File: src/rtl/scan_pkg.sv
package scan_pkg;

  typedef enum logic [2:0] {
    ST_IDLE     = 3'd0,
    ST_REQ_CAND = 3'd1,
    ST_WAIT_CAND= 3'd2,
    ST_REQ_CHK  = 3'd3,
    ST_WAIT_CHK = 3'd4
  } scan_state_t;

  localparam int PAIR_STEP = 2;

endpackage

File: src/rtl/scan_index.sv
module scan_index #(
  parameter int ADDR_W    = 12,
  parameter int TOP_INDEX = 'hFE,
  parameter int STEP      = 2
) (
  input  logic              clk,
  input  logic              rst_n,
  input  logic              load,
  input  logic              step_down,
  output logic [ADDR_W-1:0] idx,
  output logic              last_pair
);

  localparam logic [ADDR_W-1:0] TOP_VAL  = ADDR_W'(TOP_INDEX);
  localparam logic [ADDR_W-1:0] STEP_VAL = ADDR_W'(STEP);

  always_ff @(posedge clk or negedge rst_n) begin
    if (!rst_n) begin
      idx <= '0;
    end else if (load) begin
      idx <= TOP_VAL;
    end else if (step_down) begin
      idx <= idx - STEP_VAL;
    end
  end

  // the walk continues only while (idx - STEP) > 0
  assign last_pair = (idx <= STEP_VAL);

endmodule

File: src/rtl/pair_judge.sv
module pair_judge #(
  parameter int DATA_W = 32
) (
  input  logic [DATA_W-1:0] candidate,
  input  logic [DATA_W-1:0] check_word,
  output logic              consistent
);

  assign consistent = (candidate == ~check_word);

endmodule

File: src/rtl/scan_result.sv
module scan_result #(
  parameter int DATA_W = 32
) (
  input  logic              clk,
  input  logic              rst_n,
  input  logic              clear,
  input  logic              capture,
  input  logic              cap_found,
  input  logic [DATA_W-1:0] cap_value,
  output logic [DATA_W-1:0] value,
  output logic              found,
  output logic              done
);

  always_ff @(posedge clk or negedge rst_n) begin
    if (!rst_n) begin
      value <= '0;
      found <= 1'b0;
      done  <= 1'b0;
    end else begin
      done <= capture;
      if (capture) begin
        value <= cap_value;
        found <= cap_found;
      end else if (clear) begin
        found <= 1'b0;
      end
    end
  end

endmodule

File: src/rtl/serial_scan.sv
module serial_scan #(
  parameter int DATA_W    = 32,
  parameter int ADDR_W    = 12,
  parameter int TOP_INDEX = 'hFE
) (
  input  logic              clk,
  input  logic              rst_n,
  input  logic              start,
  output logic              rd_req_valid,
  input  logic              rd_req_ready,
  output logic [ADDR_W-1:0] rd_req_addr,
  input  logic              rd_rsp_valid,
  output logic              rd_rsp_ready,
  input  logic [DATA_W-1:0] rd_rsp_data,
  output logic [DATA_W-1:0] serial_out,
  output logic              found,
  output logic              done
);
  import scan_pkg::*;

  scan_state_t       state, state_nx;
  logic [DATA_W-1:0] cand_q;
  logic [ADDR_W-1:0] idx;
  logic              last_pair;
  logic              consistent;
  logic              req_fire, rsp_fire;
  logic              go, step_down, capture;

  assign req_fire = rd_req_valid && rd_req_ready;
  assign rsp_fire = rd_rsp_valid && rd_rsp_ready;
  assign go       = (state == ST_IDLE) && start;

  assign rd_req_valid = (state == ST_REQ_CAND) || (state == ST_REQ_CHK);
  assign rd_req_addr  = (state == ST_REQ_CHK) ? idx + ADDR_W'(1) : idx;
  assign rd_rsp_ready = (state == ST_WAIT_CAND) || (state == ST_WAIT_CHK);

  assign capture   = (state == ST_WAIT_CHK) && rsp_fire && (consistent || last_pair);
  assign step_down = (state == ST_WAIT_CHK) && rsp_fire && !consistent && !last_pair;

  always_comb begin
    state_nx = state;
    case (state)
      ST_IDLE:      if (start)    state_nx = ST_REQ_CAND;
      ST_REQ_CAND:  if (req_fire) state_nx = ST_WAIT_CAND;
      ST_WAIT_CAND: if (rsp_fire) state_nx = ST_REQ_CHK;
      ST_REQ_CHK:   if (req_fire) state_nx = ST_WAIT_CHK;
      ST_WAIT_CHK:  if (rsp_fire) state_nx = capture ? ST_IDLE : ST_REQ_CAND;
      default:                    state_nx = ST_IDLE;
    endcase
  end

  always_ff @(posedge clk or negedge rst_n) begin
    if (!rst_n) begin
      state  <= ST_IDLE;
      cand_q <= '0;
    end else begin
      state <= state_nx;
      if ((state == ST_WAIT_CAND) && rsp_fire) cand_q <= rd_rsp_data;
    end
  end

  scan_index #(
    .ADDR_W   (ADDR_W),
    .TOP_INDEX(TOP_INDEX),
    .STEP     (PAIR_STEP)
  ) u_index (
    .clk      (clk),
    .rst_n    (rst_n),
    .load     (go),
    .step_down(step_down),
    .idx      (idx),
    .last_pair(last_pair)
  );

  pair_judge #(.DATA_W(DATA_W)) u_judge (
    .candidate (cand_q),
    .check_word(rd_rsp_data),
    .consistent(consistent)
  );

  scan_result #(.DATA_W(DATA_W)) u_result (
    .clk      (clk),
    .rst_n    (rst_n),
    .clear    (go),
    .capture  (capture),
    .cap_found(consistent),
    .cap_value(cand_q),
    .value    (serial_out),
    .found    (found),
    .done     (done)
  );

endmodule

File: config.mk
export PLATFORM = sky130hd
export DESIGN_NAME = serial_scan
export DESIGN_NICKNAME = d
export VERILOG_FILES = /design/src/rtl/scan_pkg.sv /design/src/rtl/scan_index.sv /design/src/rtl/pair_judge.sv /design/src/rtl/scan_result.sv /design/src/rtl/serial_scan.sv
export SDC_FILE = /design/constraint.sdc
export NUM_CORES = 1
export LEC_CHECK = 0
export BUFFER_PORTS_ARGS = -buffer_cell sky130_fd_sc_hd__buf_2
export CAP_MARGIN = 10
export CORE_UTILIZATION = 54
export DETAILED_ROUTE_END_ITERATION = 6
export GPL_TIMING_DRIVEN = 0
export PLACE_DENSITY = 0.8
export SLEW_MARGIN = 20
export SYNTH_ARGS = -nofsm -noshare
export SYNTH_HDL_FRONTEND = slang
export SYNTH_SLANG_ARGS = --single-unit
File: constraint.sdc
create_clock -name clk -period 2.6 [get_ports clk]
set_input_delay 0.39 -clock clk [delete_from_list [all_inputs] [get_ports clk]]
set_output_delay 0.39 -clock clk [all_outputs]
set_load 0.01 [all_outputs]
==> results.json <==
{
  "htreeDepth": 3,
  "drc": 0,
  "yosys-top-cells-count": "dfrtp_1, mux2_2, xor2_1, clkbuf_1, nor2_1",
  "leakagePower_nw": 2.20,
  "gp_congestion": 0.842,
  "clock_path_buffers": 2,
  "skew_ns": 0.00666,
  "yosysWarningCount": 0,
  "cts_tree": "yes",
  "p_int_mw": 2.83,
  "fin_util_pct": 70.1,
  "peakVddDrop_v": 0.000621,
  "place_area_sq_mm": 0.00428,
  "status": "finished, final reports clean",
  "synth_top_area_share_pct": 53.7,
  "cap_viol_max_count": 0,
  "worstSetupStartpointType": "flop",
  "syn-instance-count": 290,
  "worstReg2RegStart": "u_index.idx[3]$_DFFE_PN0P_",
  "async_reset_ff_share_pct": 100,
  "critPathTopFamily": "simple AND/OR/NAND/NOR gates",
  "drt_pass1_iterations": 4,
  "num_antenna_cells": 0,
  "dp_hpwl_um": 5450,
  "ant_nets": 0,
  "cp_slowest_cell": "or4_4",
  "port-buffer-count": 84,
  "p_seq_share_pct": 45.0,
  "syn-num-nets": 328,
  "synth_top_cell_by_area": "dfrtp_1",
  "vias": 2593,
  "rsz0062_at_grt": "no",
  "die_h_um": 85.1,
  "via_per_inst": 5.55,
  "clockRootBuffer": "clkbuf_8",
  "overflow": 0,
  "track_usage_pct": 22.9,
  "crit_type": "flop to flop",
  "antenna_found_initial": 0,
  "sw_frac_of_total_pct": 28.5,
  "avgSynthCellArea_sq_um": 12.9,
  "grt_pass1_wl_um": 12500,
  "crit_chain": "or2_2 > or4_4 > or4_4 > nand2_1 > or4_1 > a21oi_1",
  "combPwrFrac_pct": 24.7,
  "synth_seq_area_share_pct": 53.7,
  "p_total_mw": 3.96,
  "worst_slack_ns": 0.118,
  "start_util_pct": 57.4,
  "hold_violations": 0,
  "synthToLayoutAreaGrowth_pct": 22.1,
  "pwr_density_cell_mw_per_mm2": 870,
  "crit_path_end_kind": "flop",
  "crit_top_cell": "or4_4",
  "syn_area_sq_mm": 0.00373,
  "r2r_cells": 6,
  "synth_area_leaders": "dfrtp_1, mux2_2, xor2_1, xnor2_1, nand4_1",
  "min_path_cells": 2,
  "worstHoldStart": "rd_rsp_valid",
  "crit_arrival_ns": 2.69,
  "critPathBufInv": 0,
  "core_sq_mm": 0.00649,
  "worstPathRequired_ns": 2.80,
  "yosysUniqueCellTypes": 45,
  "final_cell_area_sq_mm": 0.00455,
  "drv_slew": 0,
  "rows": 29,
  "cts-buffers-inserted": 9,
  "grt_max_degree": 49,
  "insertion_delay_ns": 0.35,
  "synth_most_common_cell": "dfrtp_1",
  "drt_iter0_markers": 104,
  "crit_fanout": 9,
  "post-cts-setup-buffer-count": 0,
  "ioPinCount": 85,
  "fin_crit_sh_pct": 95.4,
  "rrSetupSlack_ns": 0.12,
  "fin_cells": 467,
  "setup_violations": 0,
  "period_needed_ns": 2.48,
  "cts_num_sinks": 80,
  "drive_gt1_share_pct": 46.9,
  "synth_edf_count": 0,
  "path_clk_slew_ns": 0.08,
  "ys_ff_latch": 80,
  "grt_pass1_vias": 2611,
  "slew_headroom_pct": 53.7,
  "placed_cells": 452,
  "preCtsSetupSlack_ns": -0.137,
  "cp_slowest_stage_delay_ns": 0.52,
  "hp-class": "input port to flop",
  "die-area_sq_mm": 0.00724,
  "reg2reg_to": "u_index.idx[11]$_DFFE_PN0P_",
  "timing.fmax_mhz": 403,
  "hold_path_end": "state[2]$_DFFE_PN0P_",
  "die_w_um": 85.1,
  "power_switching_mw": 1.13,
  "tightest_slew_ns": 0.695,
  "pwr-share-clk_pct": 30.3,
  "postRouteWirelength_um": 7720,
  "wl_per_cell_um": 16.5,
  "synth_ff_type": "dfrtp_1",
  "layout.nets": 424
}
[per-stage QoR]
step	hold slack [ns]	setup TNS (ns)
finish	0.267	0
global placement	0.483	-2.10
floorplan	0.0944	0
CTS	0.255	0
global route	0.278	0
detailed placement	0.365	-3.07
[power by group through the flow]
stage / combinational (mW) / sequential [mW] / clock [mW]
final: 0.978 / 1.78 / 1.20
after global routing: 1.08 / 1.83 / 1.26
after CTS: 0.988 / 1.79 / 1.22
after detailed placement: 0.979 / 1.81 / 0
after floorplan: 0.750 / 1.75 / 0
after global placement: 0.935 / 1.78 / 0
[flip-flops by register name, indices dropped and copies added (netlist names)]
signal	count
u_result.done	1
cand_q	32
u_index.idx	11
state	3
u_result.found	1
u_result.value	32
[how the worst max path moves through the flow]
stage,from,end,depth (start not counted),slack [ns]
2_1_floorplan,u_index.idx[7]$_DFFE_PN0P_,u_index.idx[6]$_DFFE_PN0P_,6,0.32
3_3_place_gp,rd_rsp_data[31],u_result.value[21]$_DFFE_PN0P_,9,-0.09
3_5_place_dp,rd_rsp_data[31],u_result.value[25]$_DFFE_PN0P_,9,-0.14
4_1_cts,cand_q[6]$_DFFE_PN0P_,u_result.value[19]$_DFFE_PN0P_,8,0.08
5_1_grt,u_index.idx[7]$_DFFE_PN0P_,u_index.idx[11]$_DFFE_PN0P_,6,0.005
6_report,u_index.idx[3]$_DFFE_PN0P_,u_index.idx[11]$_DFFE_PN0P_,6,0.12
[routing by layer]
layer,vias to the layer above,wire [um],track usage (%),part of all wire (%)
met2,77,3790,38.5,49
met3,11,562,7.49,7.3
li1,1222,-,-,-
met4,0,122,8.78,1.6
met5,-,0,0,0
met1,1283,3240,27.5,42
[layout by cell type, fill, tap and decap left out, drive strengths merged]
master / n
or4b: 1
or4: 7
a31oi: 2
xnor2: 9
nor3: 5
o21ai: 5
clkinv: 1
nor2b: 1
or3b: 2
a311oi: 1
a22o: 1
nand2: 5
and4: 1
nor4: 5
mux2i: 3
and2: 1
or3: 4
dfrtp: 80
o41ai: 1
bufinv: 4
nand3b: 1
dlygate4sd3: 2
clkbuf: 21
mux2: 64
nor2: 11
inv: 5
xor2: 25
nand4: 8
ha: 1
nand3: 7
a21oi: 5
or2: 1
o31ai: 4
o211ai: 1
nor4bb: 1
buf: 94
[logic make-up after synthesis]
group | synth area share [%]
fa+ha+maj | 0.336
compound gates | 3.49
xor+xnor | 7.99
mux | 20.1
flops | 53.7
simple gates | 10.4
buf+inv | 3.93
[timing repair]
item | in CTS | in global routing
gates resized for setup | 1 | 0
hold buffers | 1 | 0
pin swaps | 0 | 0
endpoints found under the setup margin | 16 | 28
hold endpoints to repair | 32 | 0
cloned | 0 | 0
[final cells by class]
| class | count | area, sq um |
|---|---|---|
| Buffer | 21 | 124 |
| Clock buffer | 10 | 138 |
| Clock inverter | 5 | 129 |
| Fill cell | 487 | 1940 |
| Inverter | 5 | 18.8 |
| Multi-Input combinational cell | 183 | 1590 |
| Sequential cell | 80 | 2000 |
| Tap cell | 77 | 96.3 |
| Timing Repair Buffer | 86 | 460 |
Power figures use the tool's default switching activity.
